`src/rtl/ir_demod_pkg.sv`:
```
package ir_demod_pkg;

    // Nominal carrier period in prescaler ticks and the two tolerance sizes
    localparam int NOM_TICKS = 16;
    localparam int TOL_NARROW = 3;
    localparam int TOL_WIDE = 4;
    // Largest upper bound any window code can produce
    localparam int HI_LIMIT_MAX = NOM_TICKS + TOL_WIDE;

    // Lower accepted spacing: bit 0 of the code widens it
    function automatic int win_low(input logic [1:0] code);
        return NOM_TICKS - (code[0] ? TOL_WIDE : TOL_NARROW);
    endfunction

    // Upper accepted spacing: bit 1 of the code widens it
    function automatic int win_high(input logic [1:0] code);
        return NOM_TICKS + (code[1] ? TOL_WIDE : TOL_NARROW);
    endfunction

endpackage

```
`src/rtl/ir_demod_sync.sv`:
```
module ir_demod_sync #(
    parameter int STAGES = 2
) (
    input  logic clk,
    input  logic rst_n,
    input  logic pin,
    output logic lvl,
    output logic rise
);

    typedef struct packed {
        logic [STAGES-1:0] chain;
        logic              prev;
    } sync_st_t;

    sync_st_t st_d, st_q;

    generate
        if (STAGES == 1) begin : g_single
            always_comb begin
                st_d.chain = pin;
                st_d.prev  = st_q.chain[STAGES-1];
            end
        end else begin : g_chain
            always_comb begin
                st_d.chain = {st_q.chain[STAGES-2:0], pin};
                st_d.prev  = st_q.chain[STAGES-1];
            end
        end
    endgenerate

    always_ff @(posedge clk or negedge rst_n) begin
        if (!rst_n) st_q <= '0;
        else        st_q <= st_d;
    end

    assign lvl  = st_q.chain[STAGES-1];
    assign rise = st_q.chain[STAGES-1] & ~st_q.prev;

endmodule

```
`src/rtl/ir_carrier_det.sv`:
```
module ir_carrier_det
    import ir_demod_pkg::*;
#(
    parameter int GAP_W = 5
) (
    input  logic       clk,
    input  logic       rst_n,
    input  logic       rise,
    input  logic       tick,
    input  logic [1:0] win_sel,
    output logic       mark
);

    localparam int GAP_MAX = (2 ** GAP_W) - 1;
    localparam logic [GAP_W-1:0] GAP_SAT = GAP_W'(GAP_MAX);

    typedef struct packed {
        logic [GAP_W-1:0] gap;   // ticks since the last rising edge
        logic [GAP_W-1:0] hold;  // ticks since the last in-window edge
        logic             mark;
    } det_st_t;

    det_st_t st_d, st_q;

    logic [GAP_W-1:0] span;
    logic [GAP_W-1:0] lo_b, hi_b;
    logic             in_win, accept;

    function automatic logic [GAP_W-1:0] sat_inc(input logic [GAP_W-1:0] v,
                                                 input logic inc);
        if (inc && (v != GAP_SAT)) return v + GAP_W'(1);
        return v;
    endfunction

    always_comb begin
        lo_b   = GAP_W'(win_low(win_sel));
        hi_b   = GAP_W'(win_high(win_sel));
        // a tick on the edge cycle still belongs to the closing interval
        span   = sat_inc(st_q.gap, tick);
        in_win = (span >= lo_b) && (span <= hi_b);
        accept = rise && in_win;

        st_d      = st_q;
        st_d.gap  = rise ? '0 : span;
        st_d.hold = accept ? '0 : sat_inc(st_q.hold, tick);
        if (accept)
            st_d.mark = 1'b1;
        else if (st_d.hold > hi_b)
            st_d.mark = 1'b0;
    end

    always_ff @(posedge clk or negedge rst_n) begin
        if (!rst_n) begin
            st_q.gap  <= GAP_SAT;
            st_q.hold <= GAP_SAT;
            st_q.mark <= 1'b0;
        end else begin
            st_q <= st_d;
        end
    end

    assign mark = st_q.mark;

endmodule

```
`src/rtl/ir_min_width_filt.sv`:
```
module ir_min_width_filt #(
    parameter int FILT_W = 16
) (
    input  logic              clk,
    input  logic              rst_n,
    input  logic              din,
    input  logic [FILT_W-1:0] min_cnt,
    output logic              dout
);

    typedef struct packed {
        logic [FILT_W-1:0] run;  // consecutive clocks din differs from output
        logic              out;
    } filt_st_t;

    filt_st_t st_d, st_q;
    logic [FILT_W:0] run_nx;

    always_comb begin
        st_d   = st_q;
        run_nx = {1'b0, st_q.run} + {{FILT_W{1'b0}}, 1'b1};
        if (min_cnt == '0) begin
            st_d.out = din;
            st_d.run = '0;
        end else if (din == st_q.out) begin
            st_d.run = '0;
        end else if (run_nx >= {1'b0, min_cnt}) begin
            st_d.out = din;
            st_d.run = '0;
        end else begin
            st_d.run = run_nx[FILT_W-1:0];
        end
    end

    always_ff @(posedge clk or negedge rst_n) begin
        if (!rst_n) st_q <= '0;
        else        st_q <= st_d;
    end

    assign dout = st_q.out;

endmodule

```
`src/rtl/ir_carrier_demod.sv`:
```
module ir_carrier_demod #(
    parameter int SYNC_STAGES = 2,
    parameter int GAP_W       = 5,
    parameter int FILT_W      = 16
) (
    input  logic              clk,
    input  logic              rst_n,
    input  logic              ir_pin,
    input  logic              tick,
    input  logic [1:0]        win_sel,
    input  logic              demod_en,
    input  logic [FILT_W-1:0] min_width,
    output logic              ir_level
);

    logic sync_lvl;
    logic sync_rise;
    logic det_mark;
    logic pre;

    ir_demod_sync #(.STAGES(SYNC_STAGES)) u_sync (
        .clk  (clk),
        .rst_n(rst_n),
        .pin  (ir_pin),
        .lvl  (sync_lvl),
        .rise (sync_rise)
    );

    ir_carrier_det #(.GAP_W(GAP_W)) u_det (
        .clk    (clk),
        .rst_n  (rst_n),
        .rise   (sync_rise),
        .tick   (tick),
        .win_sel(win_sel),
        .mark   (det_mark)
    );

    always_comb begin
        pre = demod_en ? det_mark : sync_lvl;
    end

    ir_min_width_filt #(.FILT_W(FILT_W)) u_filt (
        .clk    (clk),
        .rst_n  (rst_n),
        .din    (pre),
        .min_cnt(min_width),
        .dout   (ir_level)
    );

endmodule

```
`config.mk`:
```
export PLATFORM = sky130hd
export DESIGN_NAME = ir_carrier_demod
export DESIGN_NICKNAME = d
export VERILOG_FILES = /design/src/rtl/ir_demod_pkg.sv /design/src/rtl/ir_demod_sync.sv /design/src/rtl/ir_carrier_det.sv /design/src/rtl/ir_min_width_filt.sv /design/src/rtl/ir_carrier_demod.sv
export SDC_FILE = /design/constraint.sdc
export NUM_CORES = 1
export LEC_CHECK = 0
export ABC_AREA = 1
export BUFFER_PORTS_ARGS = -buffer_cell sky130_fd_sc_hd__buf_2
export CAP_MARGIN = 40
export CELL_PAD_IN_SITES_DETAIL_PLACEMENT = 0
export CELL_PAD_IN_SITES_GLOBAL_PLACEMENT = 2
export CORE_MARGIN = 5
export CORE_UTILIZATION = 34
export DETAILED_ROUTE_END_ITERATION = 10
export GPL_TIMING_DRIVEN = 1
export PLACE_DENSITY = 0.88
export SLEW_MARGIN = 20
export SYNTH_ARGS = -nofsm -noshare
export SYNTH_HDL_FRONTEND = slang
export SYNTH_SLANG_ARGS = --single-unit
```
`constraint.sdc`:
```
create_clock -name clk -period 3.9 [get_ports clk]
set_clock_uncertainty 0.05 [all_clocks]
set_input_delay 0.975 -clock clk [delete_from_list [all_inputs] [get_ports clk]]
set_output_delay 0.975 -clock clk [all_outputs]
set_load 0.02 [all_outputs]
```
==> results.toml <==
[outcome]
status = "completed"

[setup_path]
r2r_slack_ns = 0.46
crit_arrival_ns = 3.61
rr_worst_depth = 25
crit_top_cell = "nand2_1"
cp_max_fo = 4
worstSetupEndpointType = "flip-flop"
r2r-end = "u_det.mark"
critical_path.top_delay_family = "simple AND/OR/NAND/NOR gates"
r2r_start = "u_det.st_q[6]"
slowest_delay_ns = 0.55
slowest_stage = "dfstp_2"
worstPathRequired_ns = 4.07
worst-path-buf-inv = 4
crit_path_start_kind = "flip-flop"
crit_type = "reg -> reg"

[layout]
finalInstanceArea_mm2 = 0.00258
antenna_cells = 0
final_layout_size_suffix_gt1_share_pct = 15.6
regArea_um2 = 788
area_growth_pct = 12.4
nFillCells = 735
nNetsFinal = 390
multi_input_area_mm2 = 0.00122

[sta]
fin_tns_setup_ns = 0
maxClockFrequency_mhz = 290
setup_viol = 0
slew_headroom_pct = 55.8
min_period_ns = 3.44
setup_ws_ns = 0.458
hold_viol = 0
period_share_pct = 88.3
rsz0062_at_grt = "false"
report.final.slew_viol_count = 0
worst_slew_pin_slew_ns = 0.662

[worst_hold_path]
hold_start = "u_sync.st_d[2]"
min_to = "u_sync.lvl"
hp-class = "reg -> reg"
whs_path_depth = 0

[logic_synthesis]
synth_top_cells_by_area = "dfrtp_1, ha_1, inv_1, dfstp_2, nand2_1"
synth_seq_area_share_pct = 34.4
synth.largest_area_cell = "dfrtp_1"
async_flop_share_pct = 100
netlist_area_mm2 = 0.00229
synthesis.nets = 361
ys_types = 25
synthFlopType = "dfrtp_1"
synth_edf_count = 0
synth_seq_cells = 31
synthCells = 310
syn_avg_cell_area_um2 = 7.40
synth_top_area_share_pct = 22.9
ys_warn_count = 0

[detailed_routing]
wire_per_inst_um = 10.3
totalWireLength_um = 4340
via_count = 1854
drc = 0
drt_iter0_drc = 43
ant_nets = 0
routed_via_density = 4.41
drt_pass1_iterations = 4

[clock_tree]
h-tree-depth = 2
clk_pin_slew_ns = 0.06
worst_skew_pair.late_latency_ns = 0.28
cts_tree = "done"
cts_sinks = 31
cts_buffers = 5
clockBufferDepth = 2
cts_root_buffer = "clkbuf_8"
cts-hold-fix-buffers = 0
cts_resized = 0
post_cts_buffers = 0

[placement]
io_buffers = 23
gp_congestion = 0.796
dp_hpwl_um = 3760
place_area_mm2 = 0.00249
dp_worst_setup_slack_ns = 0.427

[power]
comb_power_share_pct = 31.2
internal_power_mw = 0.639
seqPwrFrac_pct = 44.7
p_total_mw = 0.961
netSwitchingPower_mw = 0.323
p_sw_share_pct = 33.6
clkPwrFrac_pct = 24.1
power.density_mw_per_mm2 = 373
ir_drop_mv = 0.223
p_leak_nw = 1.47

[floorplan]
num_io_pins = 24
fp.coreArea_mm2 = 0.00668
initial_core_util_pct = 34.3
die_width_um = 92.1
die_height_um = 92.1
placement_rows = 30
dieArea_mm2 = 0.00849

[global_route]
grt_pass1_wl_um = 7620
antenna_found_initial = 0
overflow = 0
grtUsageTotal_pct = 11.1
grt_pass1_vias = 1795
grt_max_degree = 32

[flow_run]
cap_violations = 0
-- power groups by stage --
stage | combinational (mW) | sequential (mW) | clock [mW]
after floorplan | 0.239 | 0.428 | 0
after global placement | 0.306 | 0.435 | 0
after detailed placement | 0.306 | 0.436 | 0
after CTS | 0.308 | 0.430 | 0.245
after global routing | 0.362 | 0.435 | 0.262
final | 0.300 | 0.430 | 0.232
-- per-layer routing --
metal	GRT usage (%)	wire (µm)	vias to the layer above	part of all wire (%)
li1	-	-	1010	-
met1	12.6	1970	809	45
met2	20.1	2120	29	49
met3	2.38	168	6	3.9
met4	4.83	82	0	1.9
met5	0	0	-	0
-- sequential cells by signal, summed over array words and instances (netlist names) --
register	count
u_filt.st_q	16
u_det.mark	1
u_sync.st_d	1
u_sync.st_q	1
u_sync.lvl	1
u_det.st_q	10
u_filt.dout	1
-- final cells by class --
| type | instances | area share [%] |
|---|---|---|
| Inverter | 71 | 10.3 |
| Multi-Input combinational cell | 207 | 47.5 |
| Timing Repair Buffer | 23 | 4.47 |
| Clock buffer | 5 | 2.67 |
| Sequential cell | 31 | 30.6 |
| Clock inverter | 3 | 0.583 |
| Tap cell | 80 | 3.88 |
-- how the worst max path moves through the flow --
stage	from	endpoint	slack, ns	depth (start not counted)
3_3_place_gp	u_det.st_q[7]	u_det.mark	0.47	25
4_1_cts	u_det.st_q[6]	u_det.mark	0.42	25
5_1_grt	u_det.st_q[7]	u_det.mark	0.05	25
2_1_floorplan	u_det.st_q[6]	u_det.mark	0.75	25
6_report	u_det.st_q[6]	u_det.mark	0.46	25
3_5_place_dp	tick	u_det.mark	0.43	22
-- cells in the mapped netlist (all sizes together) (2+ instances only) --
cell type	n
inv	71
nand2	69
nor2	41
ha	28
nand3	25
dfrtp	21
a21oi	11
xor2	11
dfstp	10
o21ai	10
nor3	4
nand4	2
or2	2
-- cells by family (layout without fill, tap and decap cells) --
| kind of cell | count (synthesis) | in the layout | share of synthesized area (%) |
|---|---|---|---|
| xor gates and xnor gates | 12 | 12 | 4.58 |
| adders and majority gates | 28 | 28 | 15.3 |
| DFF | 31 | 31 | 34.4 |
| buffers and inverters | 72 | 102 | 12.3 |
| and+or+nand+nor | 145 | 145 | 28.6 |
| AOI/OAI and AO/OA | 22 | 22 | 4.91 |
-- stage by stage --
stage | hold slack, ns | util [%] | std cells
5_1_grt | 0.315 | 38.6 | 420
2_1_floorplan | 0.281 | - | 310
3_3_place_gp | 0.285 | 37.3 | 412
3_5_place_dp | 0.288 | 37.3 | 412
6_report | 0.299 | 38.6 | 420
4_1_cts | 0.302 | 38.6 | 420
-- cell usage in the layout, fill, tap and decap left out, drive strengths merged, types with 2 or more instances in the layout --
| master | count |
|---|---|
| a21oi | 11 |
| buf | 23 |
| clkbuf | 5 |
| clkinv | 3 |
| dfrtp | 21 |
| dfstp | 10 |
| ha | 28 |
| inv | 71 |
| nand2 | 69 |
| nand3 | 25 |
| nand4 | 2 |
| nor2 | 41 |
| nor3 | 4 |
| o21ai | 10 |
| or2 | 2 |
| xor2 | 11 |
(Power assumes the default switching activity.)
